### config.mk
export PLATFORM = sky130hd
export DESIGN_NAME = perf_cnt_unit
export DESIGN_NICKNAME = d
export VERILOG_FILES = /design/src/rtl/perf_cnt_pkg.sv /design/src/rtl/perf_evt_sel.sv /design/src/rtl/perf_counter.sv /design/src/rtl/perf_cnt_unit.sv
export SDC_FILE = /design/constraint.sdc
export NUM_CORES = 1
export LEC_CHECK = 0
export BUFFER_PORTS_ARGS = -buffer_cell sky130_fd_sc_hd__buf_2
export CORE_ASPECT_RATIO = 1.1
export CORE_MARGIN = 1
export CORE_UTILIZATION = 60
export CTS_CLUSTER_DIAMETER = 60
export DETAILED_ROUTE_END_ITERATION = 12
export GPL_TIMING_DRIVEN = 0
export PLACE_DENSITY = 0.95
export SLEW_MARGIN = 20
export SYNTH_ARGS = -nofsm -noshare
export SYNTH_HDL_FRONTEND = slang
export SYNTH_SLANG_ARGS = --single-unit
### constraint.sdc
create_clock -name clk -period 6.4 [get_ports clk]
set_input_delay 0.64 -clock clk [delete_from_list [all_inputs] [get_ports clk]]
set_output_delay 0.64 -clock clk [all_outputs]
set_load 0.005 [all_outputs]
### src/rtl/perf_cnt_pkg.sv
package perf_cnt_pkg;
    localparam int DATA_W     = 32;
    localparam int CNT_STRIDE = 8;
    localparam int CFG_OFS    = 4;
    localparam int MASK_LSB   = 16;
    localparam int IEN_BIT    = 31;
    typedef logic [DATA_W-1:0] word_t;
endpackage

### src/rtl/perf_evt_sel.sv
module perf_evt_sel #(
    parameter int NUM_THR = 4,
    parameter int NUM_EVT = 8,
    parameter int SEL_W   = 8,
    parameter int INC_W   = 3
) (
    input  logic [NUM_THR*NUM_EVT-1:0] evt_i,
    input  logic [SEL_W-1:0]           sel_i,
    input  logic [NUM_THR-1:0]         mask_i,
    output logic [INC_W-1:0]           inc_o
);
    // top code bit marks an event counted across all threads
    logic glob;
    int   line;

    always_comb begin
        glob  = sel_i[SEL_W-1];
        line  = int'(sel_i[SEL_W-2:0]) % NUM_EVT;
        inc_o = '0;
        for (int t = 0; t < NUM_THR; t++) begin
            if (evt_i[t*NUM_EVT + line] && (glob || mask_i[t])) begin
                inc_o = inc_o + INC_W'(1);
            end
        end
    end
endmodule

### src/rtl/perf_counter.sv
module perf_counter #(
    parameter int CNT_W = 24,
    parameter int INC_W = 3
) (
    input  logic             clk,
    input  logic             rst_n,
    input  logic             wr_i,
    input  logic [CNT_W-1:0] wdata_i,
    input  logic [INC_W-1:0] inc_i,
    output logic [CNT_W-1:0] cnt_o,
    output logic             wrap_o
);
    typedef struct packed {
        logic [CNT_W-1:0] cnt;
    } state_t;

    state_t st_d, st_q;
    logic [CNT_W:0] sum;

    always_comb begin
        st_d   = st_q;
        sum    = {1'b0, st_q.cnt} + (CNT_W+1)'(inc_i);
        wrap_o = 1'b0;
        if (wr_i) begin
            st_d.cnt = wdata_i;
        end else begin
            st_d.cnt = sum[CNT_W-1:0];
            wrap_o   = sum[CNT_W];
        end
    end

    always_ff @(posedge clk) begin
        if (!rst_n) st_q <= '0;
        else        st_q <= st_d;
    end

    assign cnt_o = st_q.cnt;
endmodule

### src/rtl/perf_cnt_unit.sv
module perf_cnt_unit
    import perf_cnt_pkg::*;
#(
    parameter int NUM_CNT = 2,
    parameter int CNT_W   = 24,
    parameter int NUM_THR = 4,
    parameter int NUM_EVT = 8,
    parameter int SEL_W   = 8,
    parameter int ADDR_W  = $clog2(CNT_STRIDE*(NUM_CNT+1))
) (
    input  logic                       clk,
    input  logic                       rst_n,
    input  logic [NUM_THR*NUM_EVT-1:0] evt_i,
    input  logic                       wr_en_i,
    input  logic [ADDR_W-1:0]          wr_addr_i,
    input  logic [DATA_W-1:0]          wr_data_i,
    input  logic [ADDR_W-1:0]          rd_addr_i,
    output logic [DATA_W-1:0]          rd_data_o,
    output logic                       irq_o
);
    localparam int INC_W = $clog2(NUM_THR+1);
    localparam logic [ADDR_W-1:0] STAT_A = ADDR_W'(CNT_STRIDE*NUM_CNT);

    typedef struct packed {
        logic [NUM_CNT-1:0][SEL_W-1:0]   sel;
        logic [NUM_CNT-1:0][NUM_THR-1:0] mask;
        logic [NUM_CNT-1:0]              ien;
        logic [NUM_CNT-1:0]              ovf;
    } regs_t;

    regs_t r_d, r_q;

    logic [NUM_CNT-1:0][CNT_W-1:0] cnt_val;
    logic [NUM_CNT-1:0][INC_W-1:0] inc_amt;
    logic [NUM_CNT-1:0]            cnt_wr;
    logic [NUM_CNT-1:0]            cfg_wr;
    logic [NUM_CNT-1:0]            wrap;
    logic                          stat_wr;
    logic                          unused_wdata;

    assign unused_wdata = ^wr_data_i;
    assign stat_wr      = wr_en_i && (wr_addr_i == STAT_A);

    for (genvar k = 0; k < NUM_CNT; k++) begin : g_cnt
        localparam logic [ADDR_W-1:0] CNT_A = ADDR_W'(k*CNT_STRIDE);
        localparam logic [ADDR_W-1:0] CFG_A = ADDR_W'(k*CNT_STRIDE + CFG_OFS);

        assign cnt_wr[k] = wr_en_i && (wr_addr_i == CNT_A);
        assign cfg_wr[k] = wr_en_i && (wr_addr_i == CFG_A);

        perf_evt_sel #(
            .NUM_THR(NUM_THR), .NUM_EVT(NUM_EVT), .SEL_W(SEL_W), .INC_W(INC_W)
        ) sel_i (
            .evt_i (evt_i),
            .sel_i (r_q.sel[k]),
            .mask_i(r_q.mask[k]),
            .inc_o (inc_amt[k])
        );

        perf_counter #(.CNT_W(CNT_W), .INC_W(INC_W)) cnt_i (
            .clk    (clk),
            .rst_n  (rst_n),
            .wr_i   (cnt_wr[k]),
            .wdata_i(wr_data_i[CNT_W-1:0]),
            .inc_i  (inc_amt[k]),
            .cnt_o  (cnt_val[k]),
            .wrap_o (wrap[k])
        );
    end

    // next configuration and sticky status; a wrap outranks a clear
    always_comb begin
        r_d = r_q;
        for (int k = 0; k < NUM_CNT; k++) begin
            if (cfg_wr[k]) begin
                r_d.sel[k]  = wr_data_i[SEL_W-1:0];
                r_d.mask[k] = wr_data_i[MASK_LSB +: NUM_THR];
                r_d.ien[k]  = wr_data_i[IEN_BIT];
            end
        end
        r_d.ovf = (r_q.ovf & ~(stat_wr ? wr_data_i[NUM_CNT-1:0] : '0)) | wrap;
    end

    always_ff @(posedge clk) begin
        if (!rst_n) r_q <= '0;
        else        r_q <= r_d;
    end

    always_comb begin
        rd_data_o = '0;
        for (int k = 0; k < NUM_CNT; k++) begin
            if (rd_addr_i == ADDR_W'(k*CNT_STRIDE)) begin
                rd_data_o[CNT_W-1:0] = cnt_val[k];
            end
            if (rd_addr_i == ADDR_W'(k*CNT_STRIDE + CFG_OFS)) begin
                rd_data_o[SEL_W-1:0]            = r_q.sel[k];
                rd_data_o[MASK_LSB +: NUM_THR]  = r_q.mask[k];
                rd_data_o[IEN_BIT]              = r_q.ien[k];
            end
        end
        if (rd_addr_i == STAT_A) begin
            rd_data_o[NUM_CNT-1:0] = r_q.ovf;
        end
    end

    assign irq_o = |(r_q.ovf & r_q.ien);
endmodule

==> flow_metrics.env, run 1 <==
export IMPL_dp_hpwl_um=11500
export IMPL_yosys_top_cells_area="dfxtp_1 30%, mux4_2 7.0%, a21oi_1 6.4%"
export IMPL_drt_initial_drc_count=334
export IMPL_cp_max_fo=10
export IMPL_netlist_area_mm2=0.00511
export IMPL_grt_overflow=0
export IMPL_synth_enable_flop_cells=0
export IMPL_fp_dieW_um=90.0
export IMPL_ys_seq_area_frac=0.298
export IMPL_drc=0
export IMPL_fillerInstances=627
export IMPL_grt_pass1_vias=4966
export IMPL_slew_viol_final=0
export IMPL_ys_flop_type="dfxtp_1"
export IMPL_clock_skew_ns=0.00764
export IMPL_min_period_ns=4.65
export IMPL_grt_pass1_wl_um=24200
export IMPL_hold_buffers=0
export IMPL_finalCritPeriodShare=0.726
export IMPL_syn_to_final_growth_pct=15.8
export IMPL_yosys_warnings=0
export IMPL_critPathArrivalTime_ns=4.93
export IMPL_rsz0062_at_grt="no"
export IMPL_cp_end_kind="flip-flop"
export IMPL_worst_slew_pin_slew_ns=0.678
export IMPL_placed_area_mm2=0.00574
export IMPL_vias=5090
export IMPL_final_common_cell="buf_2"
export IMPL_cts_resized=0
export IMPL_cts_sinks=76
export IMPL_synth_top_cell_area_share=0.298
export IMPL_cts_setup_buffers=0
export IMPL_portBuffers=94
export IMPL_power_density_mw_per_mm2=156
export IMPL_start_util=0.633
export IMPL_hold_start="r_q[15]"
export IMPL_ys_async_sr_fraction=0
export IMPL_relSlewSlack=0.548
export IMPL_cts_tree="built"
export IMPL_cts_root_buf="clkbuf_8"
export IMPL_dp_cells=810
export IMPL_max_freq_mhz=215
export IMPL_critPathLaunchType="flip-flop"
export IMPL_setup_viol=0
export IMPL_cp_cell_sequence="buf_2 -> buf_2 -> mux4_2 -> nand2b_1 -> o221a_2 -> ha_1 -> xnor2_1 -> ha_1 -> inv_1 -> nor2_1 -> xor2_1 -> ha_1 -> o211ai_1 -> nor3b_2 -> nand2_1 -> or3_1 -> a31oi_1"
export IMPL_yosys_area_top_type="dfxtp_1"
export IMPL_fin_area_mm2=0.00592
export IMPL_slowest_delay_ns=0.58
export IMPL_cp_common_cell="ha_1"
export IMPL_drive_above_1_share=0.213
export IMPL_hold_viol=0
export IMPL_dr_pass1_iters=7
export IMPL_clk_pin_slew_ns=0.07
export IMPL_cts_buffer_depth=2
export IMPL_synth_avg_cell_area_um2=8.49
export IMPL_grt_max_degree=12
export IMPL_stdcell_count=826
export IMPL_worst_path_max_delay_cell="nor3b_2"
export IMPL_outcome="complete, no violations"
export IMPL_finalNetCount=804
export IMPL_crit_family="simple AND/OR/NAND/NOR gates"
export IMPL_avgViaCountPerCell=6.16
export IMPL_ant_nets=0
export IMPL_antennaDiodeCount=0
export IMPL_clock_latency_ns=0.36
export IMPL_cellLeakagePower_nw=2.24
export IMPL_dieHeight_um=98.8
export IMPL_fin_tns_setup_ns=0
export IMPL_fp_row_count=34
export IMPL_die_area_mm2=0.00890
export IMPL_timing_critical_path_buf_inv=3
export IMPL_gp_congestion=0.929
export IMPL_htreeDepth=3
export IMPL_crit_path_start="r_q[12]"
export IMPL_ir_drop_v=0.000147
export IMPL_wl_um=15000
export IMPL_maxCapViolations=0
export IMPL_synth_seq_cells=76
export IMPL_synthCells=602
export IMPL_cts_made_buffers=9
export IMPL_wl_per_cell_um=18.2
export IMPL_hold_class="flip-flop to flip-flop"
export IMPL_crit_type="flip-flop to flip-flop"
export IMPL_pin_count=110
export IMPL_core_mm2=0.00808
export IMPL_final_cell_mix="101 x buf_2, 76 x dfxtp_1, 69 x nand2_1, 65 x a21oi_1, 43 x nor2_1"
export IMPL_antenna_found_initial=0
export IMPL_track_usage=0.346
export IMPL_required_ns=6.68
export IMPL_yosysUniqueCellTypes=53
export IMPL_timing_rr_start="r_q[12]"
[through the flow]
step	utilization	worst slack, ns	hold WS (ns)	total power, mW
final	0.733	1.75	0.460	0.926
after global routing	0.733	1.49	0.481	0.950
after CTS	0.733	1.80	0.460	0.921
after detailed placement	0.710	1.84	0.450	0.590
after global placement	0.710	1.99	0.440	0.586
after floorplan	-	2.49	0.433	0.544
[per-layer routing]
| metal | track usage | routed length [um] |
|---|---|---|
| met5 | 0 | 0 |
| met2 | 0.611 | 7420 |
| met1 | 0.413 | 5750 |
| met3 | 0.0540 | 1300 |
| met4 | 0.165 | 546 |
[cell usage after synthesis, drive strengths merged, types with 3 or more instances]
master and number:
mux2i 28, buf 17, and4 6, nor3b 8, dfxtp 76, or3 3, nand2 69, o221ai 3
nand3 13, a21oi 65, nor2 43, o22ai 3, a31oi 3, nor4b 3, inv 18, clkbuf 29
mux2 5, mux4 22, nor3 15, and3 9, nor2b 15, xor2 15, a211oi 10, nor4 3
ha 12, nand4 9, nand2b 5, o21ai 38, xnor2 34, o211ai 3
[registers in the layout (all words and copies together) (netlist names)]
signal and cells:
g_cnt.cnt_i.cnt_o 48, r_q 28
[where the power goes]
part | switching (mW) | internal (mW) | total (mW) | leakage [nW]
registers | 0.00589 | 0.478 | 0.484 | 0.613
logic | 0.0538 | 0.0442 | 0.0980 | 1.54
clock network | 0.172 | 0.173 | 0.345 | 0.0937
total | 0.231 | 0.695 | 0.926 | 2.24
[worst min-delay path, delay by kind of cell (launching register included)]
family          cells  cell delay, ns
flops               1            0.31
simple gates        1            0.05
compound gates      1            0.05
[final timing paths]
check / endpoint / slack [ns] / cells after the start
min: r_q[15] / 0.46 / 2
max reg2reg: g_cnt[0].cnt_i.cnt_o[13] / 1.75 / 17
min reg2reg: r_q[15] / 0.46 / 2
max: g_cnt[0].cnt_i.cnt_o[13] / 1.75 / 17
[kinds of logic (layout without fill, tap and decap cells)]
| logic type | count (synthesis) | after routing | share of synthesized area |
|---|---|---|---|
| xor gates and xnor gates | 49 | 49 | 0.0839 |
| AOI/OAI and AO/OA | 136 | 136 | 0.156 |
| and+or+nand+nor | 206 | 206 | 0.199 |
| other | 1 | 7 | 0.000733 |
| muxes | 55 | 55 | 0.169 |
| adders and majority gates | 14 | 14 | 0.0372 |
| DFF | 76 | 76 | 0.298 |
| buffers and inverters | 65 | 175 | 0.0568 |
[layout make-up]
cell class	instances	area, um^2	share of cell area
plain buffers	46	219	0.0370
clock buffers	15	176	0.0298
clock inverters	1	5.00	0.000845
inverters	19	71.3	0.0120
multi-input cells	467	3320	0.561
flip-flops and latches	76	1520	0.257
well taps	108	135	0.0228
repair buffers	94	470	0.0794
Note: power is estimated with default switching activity, not from simulation.
==> inputs of run 2 (changes only) <==
--- a/config.mk
+++ b/config.mk
@@ -8,11 +8,11 @@
 export BUFFER_PORTS_ARGS = -buffer_cell sky130_fd_sc_hd__buf_2
 export CORE_ASPECT_RATIO = 1.1
 export CORE_MARGIN = 1
-export CORE_UTILIZATION = 60
+export CORE_UTILIZATION = 50
 export CTS_CLUSTER_DIAMETER = 60
 export DETAILED_ROUTE_END_ITERATION = 12
 export GPL_TIMING_DRIVEN = 0
-export PLACE_DENSITY = 0.95
+export PLACE_DENSITY = 0.85
 export SLEW_MARGIN = 20
 export SYNTH_ARGS = -nofsm -noshare
 export SYNTH_HDL_FRONTEND = slang
==> constraint.sdc (replaced) <==
create_clock -name clk -period 4.25 [get_ports clk]
set_input_delay 0.425 -clock clk [delete_from_list [all_inputs] [get_ports clk]]
set_output_delay 0.425 -clock clk [all_outputs]
set_load 0.005 [all_outputs]
==> flow_metrics.env, run 2 (synthesis results as in run 1) <==
export IMPL_cts_made_buffers=9
export IMPL_grt_pass1_wl_um=24800
export IMPL_grt_overflow=0
export IMPL_portBuffers=94
export IMPL_pin_count=110
export IMPL_cts_tree="built"
export IMPL_ant_nets=0
export IMPL_seq_power_share=0.502
export IMPL_r2r_slack_ns=0.14
export IMPL_start_util=0.517
export IMPL_fp_dieW_um=98.4
export IMPL_drc=0
export IMPL_hold_class="input pin to flip-flop"
export IMPL_p_int_mw=1.09
export IMPL_comb_power_share=0.104
export IMPL_endpoint="g_cnt[0].cnt_i.cnt_o[9]"
export IMPL_setup_viol=0
export IMPL_grt_max_degree=12
export IMPL_drive_above_1_share=0.233
export IMPL_antennaDiodeCount=0
export IMPL_avgViaCountPerCell=6.16
export IMPL_wl_per_cell_um=18.5
export IMPL_clock_skew_ns=0.0123
export IMPL_ir_drop_v=0.000136
export IMPL_fillerInstances=841
export IMPL_finalNetCount=807
export IMPL_holdPathStages=3
export IMPL_required_ns=4.48
export IMPL_antenna_found_initial=0
export IMPL_worst_slew_pin_slew_ns=0.673
export IMPL_wl_um=15600
export IMPL_final_cell_mix="99 x buf_2, 76 x dfxtp_1, 68 x nand2_1, 64 x a21oi_1, 43 x nor2_1"
export IMPL_final_common_cell="buf_2"
export IMPL_p_sw_uw=360
export IMPL_hold_viol=0
export IMPL_cellLeakagePower_nw=2.30
export IMPL_track_usage=0.301
export IMPL_hold_buffers=0
export IMPL_die_area_mm2=0.0106
export IMPL_power_density_mw_per_mm2=240
export IMPL_min_period_ns=4.11
export IMPL_drt_initial_drc_count=384
export IMPL_crit_path_start="r_q[12]"
export IMPL_dr_pass1_iters=9
export IMPL_seq_area_mm2=0.00152
export IMPL_largest_register_ffs=48
export IMPL_p_total_mw=1.45
export IMPL_critPathLaunchType="flip-flop"
export IMPL_slew_viol_final=0
export IMPL_fin_tns_setup_ns=0
export IMPL_relSlewSlack=0.551
export IMPL_gp_congestion=0.943
export IMPL_cts_root_buf="clkbuf_8"
export IMPL_outcome="complete, no violations"
export IMPL_syn_to_final_growth_pct=18.5
export IMPL_swShare=0.248
export IMPL_dp_hpwl_um=11800
export IMPL_multiInputGateArea_mm2=0.00339
export IMPL_cp_end_kind="flip-flop"
export IMPL_finalCritPeriodShare=0.967
export IMPL_htreeDepth=3
export IMPL_max_freq_mhz=243
export IMPL_crit_type="flip-flop to flip-flop"
export IMPL_r2r_end="g_cnt[0].cnt_i.cnt_o[9]"
export IMPL_dieHeight_um=108
export IMPL_cts_sinks=76
export IMPL_core_mm2=0.00989
export IMPL_fp_row_count=38
export IMPL_timing_rr_start="r_q[12]"
export IMPL_clk_pin_slew_ns=0.08
export IMPL_clock_latency_ns=0.37
export IMPL_cp_max_fo=10
export IMPL_critPathArrivalTime_ns=4.33
export IMPL_vias=5178
export IMPL_cts_buffer_depth=2
export IMPL_grt_pass1_vias=5082
export IMPL_p_clk_frac=0.394
export IMPL_r2r_cells=19
export IMPL_maxCapViolations=0
[run 2: cell count changes in the layout (fill, tap and decap cells not counted), moves of 2 or more]
| cell | before | now |
|---|---|---|
| o221ai_1 | 2 | 0 |
| o221ai_2 | 1 | 3 |
| buf_4 | 8 | 12 |
| buf_2 | 101 | 99 |
| nor4b_1 | 2 | 0 |
| nor4b_2 | 1 | 3 |
[run 2: worst min path at each step]
stage	from	endpoint	slack, ns
4_1_cts	wr_data_i[31]	r_q[2]	0.31
3_5_place_dp	r_q[15]	r_q[15]	0.45
2_1_floorplan	r_q[15]	r_q[15]	0.43
5_1_grt	wr_data_i[0]	r_q[12]	0.33
3_3_place_gp	r_q[15]	r_q[15]	0.44
6_report	wr_data_i[31]	r_q[3]	0.31
[run 2: layout make-up]
cell class	instances	share of cell area
repair buffers	97	0.0814
flip-flops and latches	76	0.251
plain buffers	46	0.0388
inverters	19	0.0118
multi-input cells	467	0.560
clock inverters	1	0.00496
well taps	120	0.0248
clock buffers	15	0.0275
[run 2: through the flow]
stage	setup WS (ns)	cells	hold slack [ns]	cell area [um^2]	util
floorplan	0.341	608	0.433	5140	-
global placement	-0.168	822	0.440	5760	0.582
detailed placement	-0.310	822	0.446	5760	0.582
CTS	0.0564	840	0.308	5980	0.605
global route	-0.0166	841	0.334	6060	0.613
finish	0.142	841	0.306	6060	0.613
[run 2: power by group through the flow]
| stage | Clock [mW] | Sequential (mW) | Combinational, mW |
|---|---|---|---|
| final | 0.572 | 0.729 | 0.151 |
| after CTS | 0.565 | 0.728 | 0.147 |
| after floorplan | 0 | 0.742 | 0.0777 |
| after global placement | 0 | 0.744 | 0.140 |
| after detailed placement | 0 | 0.745 | 0.146 |
| after global routing | 0.597 | 0.729 | 0.162 |
[run 2: timing repair]
action / 4_1_cts / 5_1_grt
setup buffers: 2 / 1
pin swaps: 1 / 4
resized for setup: 4 / 17
endpoints found under the setup margin: 17 / 36
[run 2: critical path, cell delays in order (launching register included)]
cell and delay [ns]:
dfxtp_1 0.31, clkbuf_4 0.18, buf_8 0.15, mux4_2 0.50, nand2b_1 0.16, o221ai_2 0.09, inv_1 0.07, ha_1 0.32
xnor2_2 0.22, ha_1 0.19, inv_1 0.04, nor2_1 0.12, xor2_1 0.23, ha_2 0.35, o211ai_1 0.35, nor3b_4 0.10
buf_4 0.15, and4_1 0.20, xnor2_1 0.16, a21oi_1 0.09
[run 2: layer usage]
metal	vias up	routed length (um)	global-route usage	share of wire
li1	2369	-	-	-
met1	2480	6050	0.344	0.39
met2	280	7670	0.538	0.49
met3	49	1270	0.0524	0.082
met4	0	611	0.160	0.039
met5	-	0	0	0
